### src/rtl/trig_frame_pkg.sv
package trig_frame_pkg;

    // Width of each marker (before and after the payload)
    localparam int MARK_W = 4;
    localparam logic [MARK_W-1:0] MARK_PAT = 4'b1010;

    // Total frame length for a given payload layout
    function automatic int frame_len(input int num_w, input int stat_w);
        return 1 + MARK_W + num_w + stat_w + 1 + MARK_W + 1;
    endfunction

    typedef enum logic {
        ST_IDLE = 1'b0,
        ST_SEND = 1'b1
    } tx_state_e;

endpackage

### src/rtl/trig_frame_build.sv
module trig_frame_build
    import trig_frame_pkg::*;
#(
    parameter int NUM_W  = 24,
    parameter int STAT_W = 2,
    parameter int LEN    = frame_len(NUM_W, STAT_W)
) (
    input  logic [NUM_W-1:0]  num_i,
    input  logic [STAT_W-1:0] stat_i,
    output logic [LEN-1:0]    frame_o
);

    logic par;

    // Even parity over number and status
    assign par = ^{num_i, stat_i};

    // Bit LEN-1 goes out first
    assign frame_o = {1'b0, MARK_PAT, num_i, stat_i, par, MARK_PAT, 1'b1};

endmodule

### src/rtl/trig_frame_timer.sv
module trig_frame_timer #(
    parameter int CYC = 4
) (
    input  logic clk,
    input  logic rst,
    input  logic run_i,
    input  logic clear_i,
    output logic tick_o,
    output logic first_o
);

    localparam int CNT_W = (CYC > 1) ? $clog2(CYC) : 1;
    localparam logic [CNT_W-1:0] LAST = CNT_W'(CYC - 1);

    logic [CNT_W-1:0] cnt_d, cnt_q;

    assign tick_o  = run_i && (cnt_q == LAST);
    assign first_o = (cnt_q == '0);

    always_comb begin
        cnt_d = cnt_q;
        if (clear_i) begin
            cnt_d = '0;
        end else if (run_i) begin
            cnt_d = (cnt_q == LAST) ? '0 : cnt_q + 1'b1;
        end
    end

    always_ff @(posedge clk) begin
        if (rst) begin
            cnt_q <= '0;
        end else begin
            cnt_q <= cnt_d;
        end
    end

    // the phase counter never leaves its range
    assert_cnt_range_R9: assert property (@(posedge clk) disable iff (rst)
        cnt_q <= LAST);

endmodule

### src/rtl/trig_frame_tx.sv
module trig_frame_tx
    import trig_frame_pkg::*;
#(
    parameter int NUM_W       = 24,
    parameter int STAT_W      = 2,
    parameter int CYC_PER_BIT = 4
) (
    input  logic              clk,
    input  logic              rst,
    input  logic              start_i,
    input  logic [NUM_W-1:0]  num_i,
    input  logic [STAT_W-1:0] stat_i,
    output logic              line_o,
    output logic              busy_o,
    output logic              done_o
);

    localparam int LEN   = frame_len(NUM_W, STAT_W);
    localparam int IDX_W = $clog2(LEN);
    localparam logic [IDX_W-1:0] IDX_LAST = IDX_W'(LEN - 1);

    typedef struct packed {
        tx_state_e        st;
        logic [LEN-1:0]   sh;
        logic [IDX_W-1:0] idx;
        logic             done;
    } tx_regs_t;

    tx_regs_t d, q;

    logic [LEN-1:0] frame;
    logic           accept;
    logic           tick;
    logic           first;

    trig_frame_build #(
        .NUM_W (NUM_W),
        .STAT_W(STAT_W),
        .LEN   (LEN)
    ) u_build (
        .num_i  (num_i),
        .stat_i (stat_i),
        .frame_o(frame)
    );

    trig_frame_timer #(
        .CYC(CYC_PER_BIT)
    ) u_timer (
        .clk    (clk),
        .rst    (rst),
        .run_i  (q.st == ST_SEND),
        .clear_i(accept),
        .tick_o (tick),
        .first_o(first)
    );

    assign accept = start_i && (q.st == ST_IDLE);

    always_comb begin
        d      = q;
        d.done = 1'b0;
        case (q.st)
            ST_IDLE: begin
                if (accept) begin
                    d.st  = ST_SEND;
                    d.sh  = frame;
                    d.idx = '0;
                end
            end
            ST_SEND: begin
                if (tick) begin
                    if (q.idx == IDX_LAST) begin
                        d.st   = ST_IDLE;
                        d.done = 1'b1;
                        d.sh   = '1;
                    end else begin
                        d.sh  = {q.sh[LEN-2:0], 1'b1};
                        d.idx = q.idx + 1'b1;
                    end
                end
            end
            default: d.st = ST_IDLE;
        endcase
    end

    always_ff @(posedge clk) begin
        if (rst) begin
            q.st   <= ST_IDLE;
            q.sh   <= '1;
            q.idx  <= '0;
            q.done <= 1'b0;
        end else begin
            q <= d;
        end
    end

    assign line_o = (q.st == ST_SEND) ? q.sh[LEN-1] : 1'b1;
    assign busy_o = (q.st == ST_SEND);
    assign done_o = q.done;

    // an accepted request starts with the low start bit
    assert_accept_start_R3: assert property (@(posedge clk) disable iff (rst)
        (start_i && !busy_o) |=> (busy_o && !line_o));

    // line rests high while idle
    assert_idle_high_R2: assert property (@(posedge clk) disable iff (rst)
        !busy_o |-> line_o);

    // the line holds inside a bit period
    assert_bit_hold_R9: assert property (@(posedge clk) disable iff (rst)
        (busy_o && !first) |-> $stable(line_o));

    // done is a single pulse
    assert_done_single_R10: assert property (@(posedge clk) disable iff (rst)
        done_o |=> !done_o);

    // done marks the end of a frame
    assert_done_end_R10: assert property (@(posedge clk) disable iff (rst)
        done_o |-> (!busy_o && $past(busy_o)));

endmodule

### config.mk
export PLATFORM = sky130hd
export DESIGN_NAME = trig_frame_tx
export DESIGN_NICKNAME = d
export VERILOG_FILES = /design/src/rtl/trig_frame_pkg.sv /design/src/rtl/trig_frame_build.sv /design/src/rtl/trig_frame_timer.sv /design/src/rtl/trig_frame_tx.sv
export SDC_FILE = /design/constraint.sdc
export NUM_CORES = 1
export LEC_CHECK = 0
export BUFFER_PORTS_ARGS = -buffer_cell sky130_fd_sc_hd__clkbuf_2
export CAP_MARGIN = 40
export CORE_UTILIZATION = 50
export CTS_CLUSTER_DIAMETER = 60
export DETAILED_ROUTE_END_ITERATION = 10
export PLACE_DENSITY = 0.7
export SKIP_LAST_GASP = 1
export SLEW_MARGIN = 20
export SYNTH_ARGS = -nofsm -noshare
export SYNTH_HDL_FRONTEND = slang
export SYNTH_SLANG_ARGS = --single-unit
### constraint.sdc
create_clock -name clk -period 4.05 [get_ports clk]
set_clock_uncertainty 0.1 [all_clocks]
set_input_delay 0.2025 -clock clk [delete_from_list [all_inputs] [get_ports clk]]
set_output_delay 0.2025 -clock clk [all_outputs]
set_load 0.01 [all_outputs]
==> run metrics, run 1 <==
WHS Path Cells=2; CTS Root Buffer Type=clkbuf_8; Final Critical Period=around 2000 ps; max-cap violation count=0; total CTS buffers=5; Remaining DRCs=0; gr ovfl total=0; #FFs+latches synth=47; Slew Viols, Final=0; critical path type=register to register; 1st-pass router iterations=4; DR WL/cell=13.2 um; via/cell ratio=5.46; top cells by area, synth=dfxtp_1 (45%), a22oi_1 (11%), xnor2_1 (8.9%); Hold Vio Cnt, Final=0; post-synth top area share=45.3%; Ys Warns=0; Area Growth Syn to Fin=15.3%; P_leak=1.01 nW; first-pass GRT wire length=6500 um; Post-Syn Instances=231; largest net degree at the start of global routing=30; initial antenna violation count=0; vias in the first global route=roughly 1500; Peak supply drop=between 0.0003 and 0.0004 V; Setup violations, final=0; Nets=290; I/O pin cnt=32; FF-to-FF setup slack=about 2000 ps; worst min-delay path startpoint=start_i; WP data arrival=2140 ps; max frequency=0.498 GHz; crit path launch=u_timer.cnt_q[0]; worst hold slack=36.8 ps; crit-path cells=ha_1, and2_1, buf_8, nor2_2, buf_4, a21oi_1, o211ai_2; Syn Std Cell Area=2080 um2; CP Capture Type=register; Slew HR=75.7%; CP startpoint kind=register; core area=4000 um2; buffers inserted by post-CTS timing repair=0; Final Core Density=59.9%; CP max-delay cell=dfxtp_1; DP HPWL=roughly 2700 um; Unique masters post-synth=27; Sink Count=47; GRT Overall Usage=20.0%; Routed WL=about 4100 um; FF-to-FF Start=u_timer.cnt_q[0]; critical path data required time=roughly 4200 ps; max incr delay on CP=330 ps; CP Max Fanout=23; Hold Buf Count CTS=0; antenna-violating nets left=0; Starting Density=roughly half; Synth Area per Inst=between 8 and 9 um2; Rows=23; Fin Setup TNS=0 ps; area post-placement=2270 um2; CTS H-tree depth=2; Yosys top cell by area=dfxtp_1; Die Wd=66.5 um; Hold Path Class=input port to register; FILL cells=356; status=completed; Seq/Total Area, Yosys=a little under half; placer congestion estimate=~0.8; I/O Buffers=31; Die Y=66.5 um; ant diodes=0; clock slew at reported path FFs=roughly 80 ps; syn_nets=263; Worst Max-Slew Pin Slew=between 300 and 400 ps; Design Area, Final=2390 um2; Via Count=about 1700; DR iter-0 viols=just over 100; RSZ-0062 raised after global routing=no; fraction of layout cells with a size suffix above 1=between 10% and 20%; CTS tree=built; Worst-Skew Late Latency=300 ps; Power per Cell Area=423 nW/um2; Post-CTS Resized=0; maximum buffer depth of the clock tree=2; Worst R2R Path Depth=7; Final period util=49.6%; die area=4420 um2
## cell usage in the layout, fill, tap and decap left out, types with 2 or more instances in the layout
cell type,synthesis,final
nand4_1,3,3
dfxtp_1,47,47
clkbuf_8,0,5
o32ai_1,4,4
ha_1,3,3
nand3_1,32,32
a21oi_1,4,3
mux2i_1,2,2
nor3_1,2,2
nand2_1,34,34
xnor2_1,21,21
xnor3_1,2,2
a22oi_1,31,31
clkbuf_2,0,31
buf_4,0,4
inv_1,2,2
xor2_1,4,4
nand2b_1,7,7
nor2_1,9,8
## registers in the layout, summed over array words and instances (netlist names)
register       flops
u_timer.cnt_q      2
done_o             1
q                 43
busy_o             1
## Yosys cell counts (all sizes together)
master / instances
dfxtp: 47
nand2: 34
nand3: 32
a22oi: 31
xnor2: 21
nor2: 9
buf: 8
clkbuf: 8
nand2b: 7
a21oi: 4
o32ai: 4
xor2: 4
ha: 3
nand4: 3
inv: 2
mux2i: 2
nor3: 2
xnor3: 2
and2: 1
and4: 1
nor2b: 1
nor4: 1
o211ai: 1
o21a: 1
o21ai: 1
or3: 1
## critical path, delay by kind of cell (launching register included)
family          cells  cell delay [ps]
simple gates        2              560
compound gates      2              190
flops               1              330
buf+inv             2              520
fa+ha+maj           1              230
## per-stage QoR
stage	setup slack, ps	cells	power, mW
after global placement	1850	300	0.683
after CTS	1760	308	1.02
after detailed placement	1770	300	0.684
after global routing	1900	309	1.06
after floorplan	2340	231	0.640
final	2040	309	1.01
## final cells by class
cell class	count	area [um2]	share of cell area (%)
Inverter	2	7.51	0.313
Sequential cell	47	941	39.3
Clock buffer	5	68.8	2.87
Multi-Input combinational cell	166	1070	44.7
Clock inverter	3	43.8	1.83
Tap cell	50	62.6	2.61
Timing Repair Buffer	36	200	8.36
## power by group
part	total (mW)	switching (mW)	internal (mW)
combinational	0.166	0.0764	0.0898
sequential	0.507	0.0165	0.491
clock	0.340	0.156	0.184
## cells by family (layout without fill, tap and decap cells)
| logic type | Yosys count | in the layout | share of synthesized area [%] |
|---|---|---|---|
| AND/OR/NAND/NOR | 92 | 92 | 20.6 |
| flip-flops | 47 | 47 | 45.3 |
| AO/OA/AOI/OAI | 42 | 42 | 15.1 |
| XOR/XNOR | 27 | 27 | 12.7 |
| buffers and inverters | 18 | 46 | 3.55 |
| adder cells (fa/ha/maj) | 3 | 3 | 1.81 |
| multiplexers | 2 | 2 | 0.964 |
## metal layers
layer | part of all wire [%] | GRT usage [%]
met5 | 0 | 0
met4 | 1.5 | 10.1
met3 | 3.5 | 4.11
met2 | 47 | 31.8
met1 | 48 | 25.4
## worst paths after layout
kind,to
setup / recovery,q[12]
hold / removal,busy_o
setup reg to reg,q[12]
hold reg to reg,q[7]
Note: power is estimated with default switching activity, not from simulation.
==> inputs of run 2 (changes only) <==
ABC_AREA = 1   (was not set)
PLACE_DENSITY = 0.69   (was 0.7)
clock period = 2.03 ns   (was 4.05 ns; I/O delays follow)
==> run metrics, run 2 <==
max reg flops=43 (unchanged); buffers inserted by post-CTS timing repair=0 (unchanged); Slew HR=70.2% (was 75.7%); Clk pwr share=30.3% (was 33.5%); max incr delay on CP=390 ps (was 330 ps); syn_nets=388 (was 263); #FFs+latches synth=47 (unchanged); initial antenna violation count=0 (unchanged); ant diodes=0 (unchanged); Seq/Total Area, Yosys=38.5% (was 45.3%); Syn Std Cell Area=2440 um2 (was 2080 um2); Final period util=86.8% (was 49.6%); DR WL/cell=11.2 um (was 13.2 um); Via Count=2281 (was 1687); CP Capture Type=register (unchanged); critical path type=register to register (unchanged); max frequency=0.567 GHz (was 0.498 GHz); Worst-Skew Late Latency=300 ps (about the same); die area=5170 um2 (was 4420 um2); CP max-delay cell=nor2_8 (was dfxtp_1); critical path data required time=2110 ps (was 4180 ps); gr ovfl total=0 (unchanged); violated checks=negative hold slack; Post-CTS Resized=0 (unchanged); DR iter-0 viols=153 (was 102); Power per Cell Area=707 nW/um2 (was 423 nW/um2); asr flop ratio synth=0% (unchanged); DP HPWL=3560 um (was 2730 um); Top Family by Delay on Critical Path=simple AND/OR/NAND/NOR gates (unchanged); fraction of layout cells with a size suffix above 1=14.4% (was 18.5%); Nets=426 (was 290); Flop pwr share=50.6% (was 50.1%); Largest Register=q (unchanged); Worst Max-Slew Pin Slew=448 ps (was 364 ps); Rows=25 (was 23); CTS H-tree depth=2 (unchanged); count leader, synth=nand2_1 (was dfxtp_1); top_reg_cell synth=dfxtp_1 (unchanged); WP buf/inv=2 (unchanged); I/O Buffers=31 (unchanged); Synth Area per Inst=6.86 um2 (was 8.99 um2); commonest non-fill, non-tap cell in the layout=nand2_1 (was dfxtp_1); Die Wd=71.9 um (was 66.5 um); 1st-pass router iterations=4 (unchanged); post-synth top area share=38.5% (was 45.3%); Hold Path Class=input port to register (unchanged); Hold Vio Cnt, Final=2 (was 0); CTS Root Buffer Type=clkbuf_8 (unchanged); Unique masters post-synth=31 (was 27); Ys Warns=0 (unchanged); Final Critical Period=1760 ps (was 2010 ps); CP Max Fanout=32 (was 23); Starting Density=51.7% (was 51.9%); status=complete, but fails checks (was completed); first-pass GRT wire length=8670 um (was 6500 um); Yosys top cell by area=dfxtp_1 (unchanged); top cells by area, synth=dfxtp_1 (39%), nand2_1 (24%), o2111ai_1 (5.4%) (was dfxtp_1 (45%), a22oi_1 (11%), xnor2_1 (8.9%)); Slew Viols, Final=0 (unchanged); Routed WL=5170 um (was 4090 um); worst hold slack=-5.86 ps (was 36.8 ps); clock slew at reported path FFs=80 ps (about the same); switching fraction of total power=28.1% (was 24.6%); Fin Setup TNS=0 ps (unchanged); CP startpoint kind=register (unchanged); core area=4720 um2 (was 4000 um2); antenna-violating nets left=0 (unchanged); P_leak=1.40 nW (was 1.01 nW); most frequent cells in the layout=nand2_1 (159), dfxtp_1 (47), inv_1 (32) (was dfxtp_1 (47), nand2_1 (34), nand3_1 (32)); Pint=1.45 mW (was 0.764 mW); top cells by count, synth=nand2_1 (159), dfxtp_1 (47), inv_1 (32) (was dfxtp_1 (47), nand2_1 (34), nand3_1 (32)); largest net degree at the start of global routing=34 (was 30); Remaining DRCs=0 (unchanged); Setup violations, final=0 (unchanged); RSZ-0062 raised after global routing=no (unchanged); Peak supply drop=0.000512 V (was 0.000306 V); CTS tree=built (unchanged); Net Sw Power=0.566 mW (was 0.249 mW); Post-Syn Instances=356 (was 231); I/O pin cnt=32 (unchanged); GRT Overall Usage=21.3% (was 20.0%); placer congestion estimate=0.768 (was 0.811); Die Y=71.9 um (was 66.5 um); max-cap violation count=0 (unchanged); Area Growth Syn to Fin=16.7% (was 15.3%); dpl ws=308 ps (was 1770 ps); crit-path cells=ha_1, nand2_2, clkinv_4, nor2_8, inv_4, o32ai_1, nand2_1 (was ha_1, and2_1, buf_8, nor2_2, buf_4, a21oi_1, o211ai_2); Design Area, Final=2850 um2 (was 2390 um2); maximum buffer depth of the clock tree=2 (unchanged); Comb pwr share=19.1% (was 16.4%); Top Registers=q x43, u_timer.cnt_q x2 (unchanged); vias in the first global route=2095 (was 1454); via/cell ratio=4.94 (was 5.46); area post-placement=2660 um2 (was 2270 um2); Post-synth EDFFs=0 (unchanged); Pwr Total=2.01 mW (was 1.01 mW); Sink Count=47 (unchanged); total CTS buffers=5 (unchanged); WP data arrival=1840 ps (was 2140 ps); PnR worst setup slack=268 ps (was 2040 ps)
[run 2: worst paths after layout]
| path | start | slack (ps) | endpoint | depth (start not counted) |
|---|---|---|---|---|
| worst max register to register | u_timer.cnt_q[0] | 270 | q[11] | 7 |
| worst min-delay path | stat_i[1] | -6 | q[14] | 3 |
| worst max-delay path | u_timer.cnt_q[0] | 270 | q[11] | 7 |
| worst min register to register | q[7] | 350 | q[7] | 2 |
[run 2: cell families after synthesis]
group	count (synthesis)	share of synthesized area (%)
simple gates	207	35.6
fa+ha+maj	3	1.54
compound gates	35	10.7
flops	47	38.5
xor+xnor	14	5.02
buf+inv	50	8.65
[run 2: final cells by class]
type	count	area, um2
fill	446	1870
multi-input combinational	259	1290
sequential	47	941
timing repair buffer	43	280
inverter	38	153
clock buffer	8	100
tap	67	83.8
[run 2: worst register-to-register path, stage by stage (launching register included)]
cell,delay (ps)
dfxtp_1,330
ha_1,210
nand2_2,170
clkinv_4,100
nor2_8,390
inv_4,100
o32ai_1,150
nand2_1,90
[run 2: through the flow]
stage          utilization (%)  std cells
5_1_grt                   60.4        462
3_3_place_gp              56.3        445
4_1_cts                   60.4        462
2_1_floorplan                -        356
6_report                  60.4        462
3_5_place_dp              56.3        445
[run 2: metal layers]
metal | vias up | track usage (%) | wire [um] | share of wire, %
li1 | 1225 | - | - | -
met1 | 1028 | 25.5 | 2480 | 48
met2 | 22 | 38.4 | 2520 | 49
met3 | 6 | 3.89 | 103 | 2.0
met4 | 0 | 7.63 | 65 | 1.3
met5 | - | 0 | 0 | 0
[run 2: power groups by stage]
stage / combinational, mW / sequential (mW) / clock (mW)
floorplan: 0.266 / 1.04 / 0
global placement: 0.362 / 1.04 / 0
detailed placement: 0.372 / 1.04 / 0
CTS: 0.387 / 1.02 / 0.622
global route: 0.439 / 1.03 / 0.660
finish: 0.384 / 1.02 / 0.611
[run 2: timing repair]
action                                 4_1_cts  5_1_grt
setup endpoints to repair                    0        0
hold buffers                                 9        0
endpoints found under the hold margin       10        0
==> inputs of run 3 (changes only) <==
BUFFER_PORTS_ARGS = not set   (was -buffer_cell sky130_fd_sc_hd__clkbuf_2)
DONT_BUFFER_PORTS = 1   (was not set)
PLACE_DENSITY = 0.63   (was 0.69)
SETUP_SLACK_MARGIN = 0.4   (was not set)
==> run metrics, run 3 (synthesis results as in run 2) <==
Comb pwr share=20.6% (was 19.1%); P_leak=1.40 nW (about the same); DR iter-0 viols=122 (was 153); Area Growth Syn to Fin=23.0% (was 16.7%); Setup violations, final=0 (unchanged); M1 GR Usage=29.9% (was 25.5%); Starting Density=51.7% (unchanged); dpl ws=272 ps (was 308 ps); total CTS buffers=5 (unchanged); GRT Max-Usage Layer=met2 (unchanged); FILL cells=444 (was 446); gr ovfl total=0 (unchanged); die area=5170 um2 (unchanged); max reg flops=43 (unchanged); Global Route met2 Usage=38.9% (was 38.4%); Rows=25 (unchanged); Top Registers=q x43, u_timer.cnt_q x2 (unchanged); 1st-pass router iterations=4 (unchanged); Hold Path Class=input port to register (unchanged); critical path data required time=2130 ps (was 2110 ps); CP startpoint kind=register (unchanged); GRT Overall Usage=22.8% (was 21.3%); Die Y=71.9 um (unchanged); fraction of layout cells with a size suffix above 1=10.7% (was 14.4%); CTS Root Buffer Type=clkbuf_8 (unchanged); antenna-violating nets left=0 (unchanged); commonest non-fill, non-tap cell in the layout=nand2_1 (unchanged); Final period util=75.8% (was 86.8%); CTS H-tree depth=2 (unchanged); most frequent cells in the layout=nand2_1 (159), dfxtp_1 (43), inv_1 (32) (was nand2_1 (159), dfxtp_1 (47), inv_1 (32)); Routed WL=5530 um (was 5170 um); ant diodes=0 (unchanged); I/O Buffers=0 (was 31); DR WL/cell=12.0 um (was 11.2 um); PnR worst setup slack=491 ps (was 268 ps); Slew HR=80.1% (was 70.2%); Pint=1.41 mW (was 1.45 mW); via/cell ratio=5.02 (was 4.94); maximum buffer depth of the clock tree=2 (unchanged); Via Count=2308 (was 2281); core area=4720 um2 (unchanged); I/O pin cnt=32 (unchanged); CTS tree=built (unchanged); Worst-Skew Late Latency=300 ps (about the same); Hold Vio Cnt, Final=0 (was 2); placer congestion estimate=0.764 (was 0.768); status=completed (was complete, but fails checks); Remaining DRCs=0 (unchanged); max-cap violation count=0 (unchanged); CP Capture Type=register (unchanged); Slew Viols, Final=0 (unchanged); critical path type=register to register (unchanged); WP data arrival=1630 ps (was 1840 ps); Fin Setup TNS=0 ps (unchanged); Largest Register=q (unchanged); vias in the first global route=2108 (was 2095); RSZ-0062 raised after global routing=no (unchanged); Final Critical Period=1540 ps (was 1760 ps); Die Wd=71.9 um (unchanged); Net Sw Power=0.568 mW (was 0.566 mW); largest net degree at the start of global routing=34 (unchanged); clock slew at reported path FFs=80 ps (about the same); Nets=424 (was 426); met3 Use GR=4.44% (was 3.89%); CP Max Fanout=33 (was 32); DP HPWL=3670 um (was 3560 um); max frequency=0.650 GHz (was 0.567 GHz); initial antenna violation count=0 (unchanged); switching fraction of total power=28.8% (was 28.1%); Worst Max-Slew Pin Slew=298 ps (was 448 ps); first-pass GRT wire length=9320 um (was 8670 um); Clk pwr share=27.6% (was 30.3%); Flop pwr share=51.8% (was 50.6%); Sink Count=47 (unchanged); Power per Cell Area=656 nW/um2 (was 707 nW/um2); Peak supply drop=0.000408 V (was 0.000512 V)
[run 3: worst max-delay path: stages (launching register included)]
cell      delay (ps)
dfxtp_2          340
ha_2             200
nand2_4          110
clkinv_4         100
buf_6            200
nand2_1           70
o21ai_1           60
nor3_1           170
nand2_1           70
[run 3: layer usage]
layer,vias up,share of wire (%)
met4,0,0.96
met1,1039,48
met3,7,3.5
met2,39,48
li1,1223,-
met5,-,0
[run 3: final timing paths]
check,start,to,slack [ps],depth (start not counted)
hold reg to reg,u_timer.cnt_q[0],u_timer.cnt_q[0],350,1
hold / removal,start_i,q[22],20,2
setup / recovery,u_timer.cnt_q[0],q[12],490,8
setup reg to reg,u_timer.cnt_q[0],q[12],490,8
[run 3: per-stage QoR]
step	cells	hold slack [ps]	total power, mW	cell area (um2)	utilization [%]
detailed placement	416	74.1	1.37	2510	53.1
CTS	452	4.27	1.96	2900	61.4
floorplan	356	137	1.30	2440	-
global placement	416	73.1	1.36	2510	53.1
global route	460	30.4	2.09	3010	63.7
finish	460	20.1	1.97	3010	63.7
[run 3: power by group through the flow]
| stage | combinational (mW) | sequential, mW | clock [mW] |
|---|---|---|---|
| after global placement | 0.316 | 1.04 | 0 |
| after CTS | 0.385 | 1.02 | 0.556 |
| final | 0.406 | 1.02 | 0.544 |
| after detailed placement | 0.326 | 1.04 | 0 |
| after global routing | 0.465 | 1.03 | 0.597 |
| after floorplan | 0.266 | 1.04 | 0 |
[run 3: area by class of cell]
cell class / count / area (um2) / share of cell area [%]
multi-input cells: 260 / 1340 / 44.5
clock buffers: 7 / 76.3 / 2.54
inverters: 38 / 176 / 5.87
repair buffers: 40 / 378 / 12.6
flip-flops and latches: 47 / 948 / 31.5
well taps: 67 / 83.8 / 2.79
clock inverters: 1 / 5.00 / 0.166
[run 3: what timing repair did]
| action | 4_1_cts | 5_1_grt |
|---|---|---|
| pin swaps | 1 | 5 |
| gates cloned | 1 | 0 |
| resized for setup | 6 | 13 |
| endpoints found under the hold margin | 42 | 2 |
| endpoints found under the setup margin | 21 | 42 |
| buffers inserted | 0 | 7 |
| hold buffers | 27 | 1 |
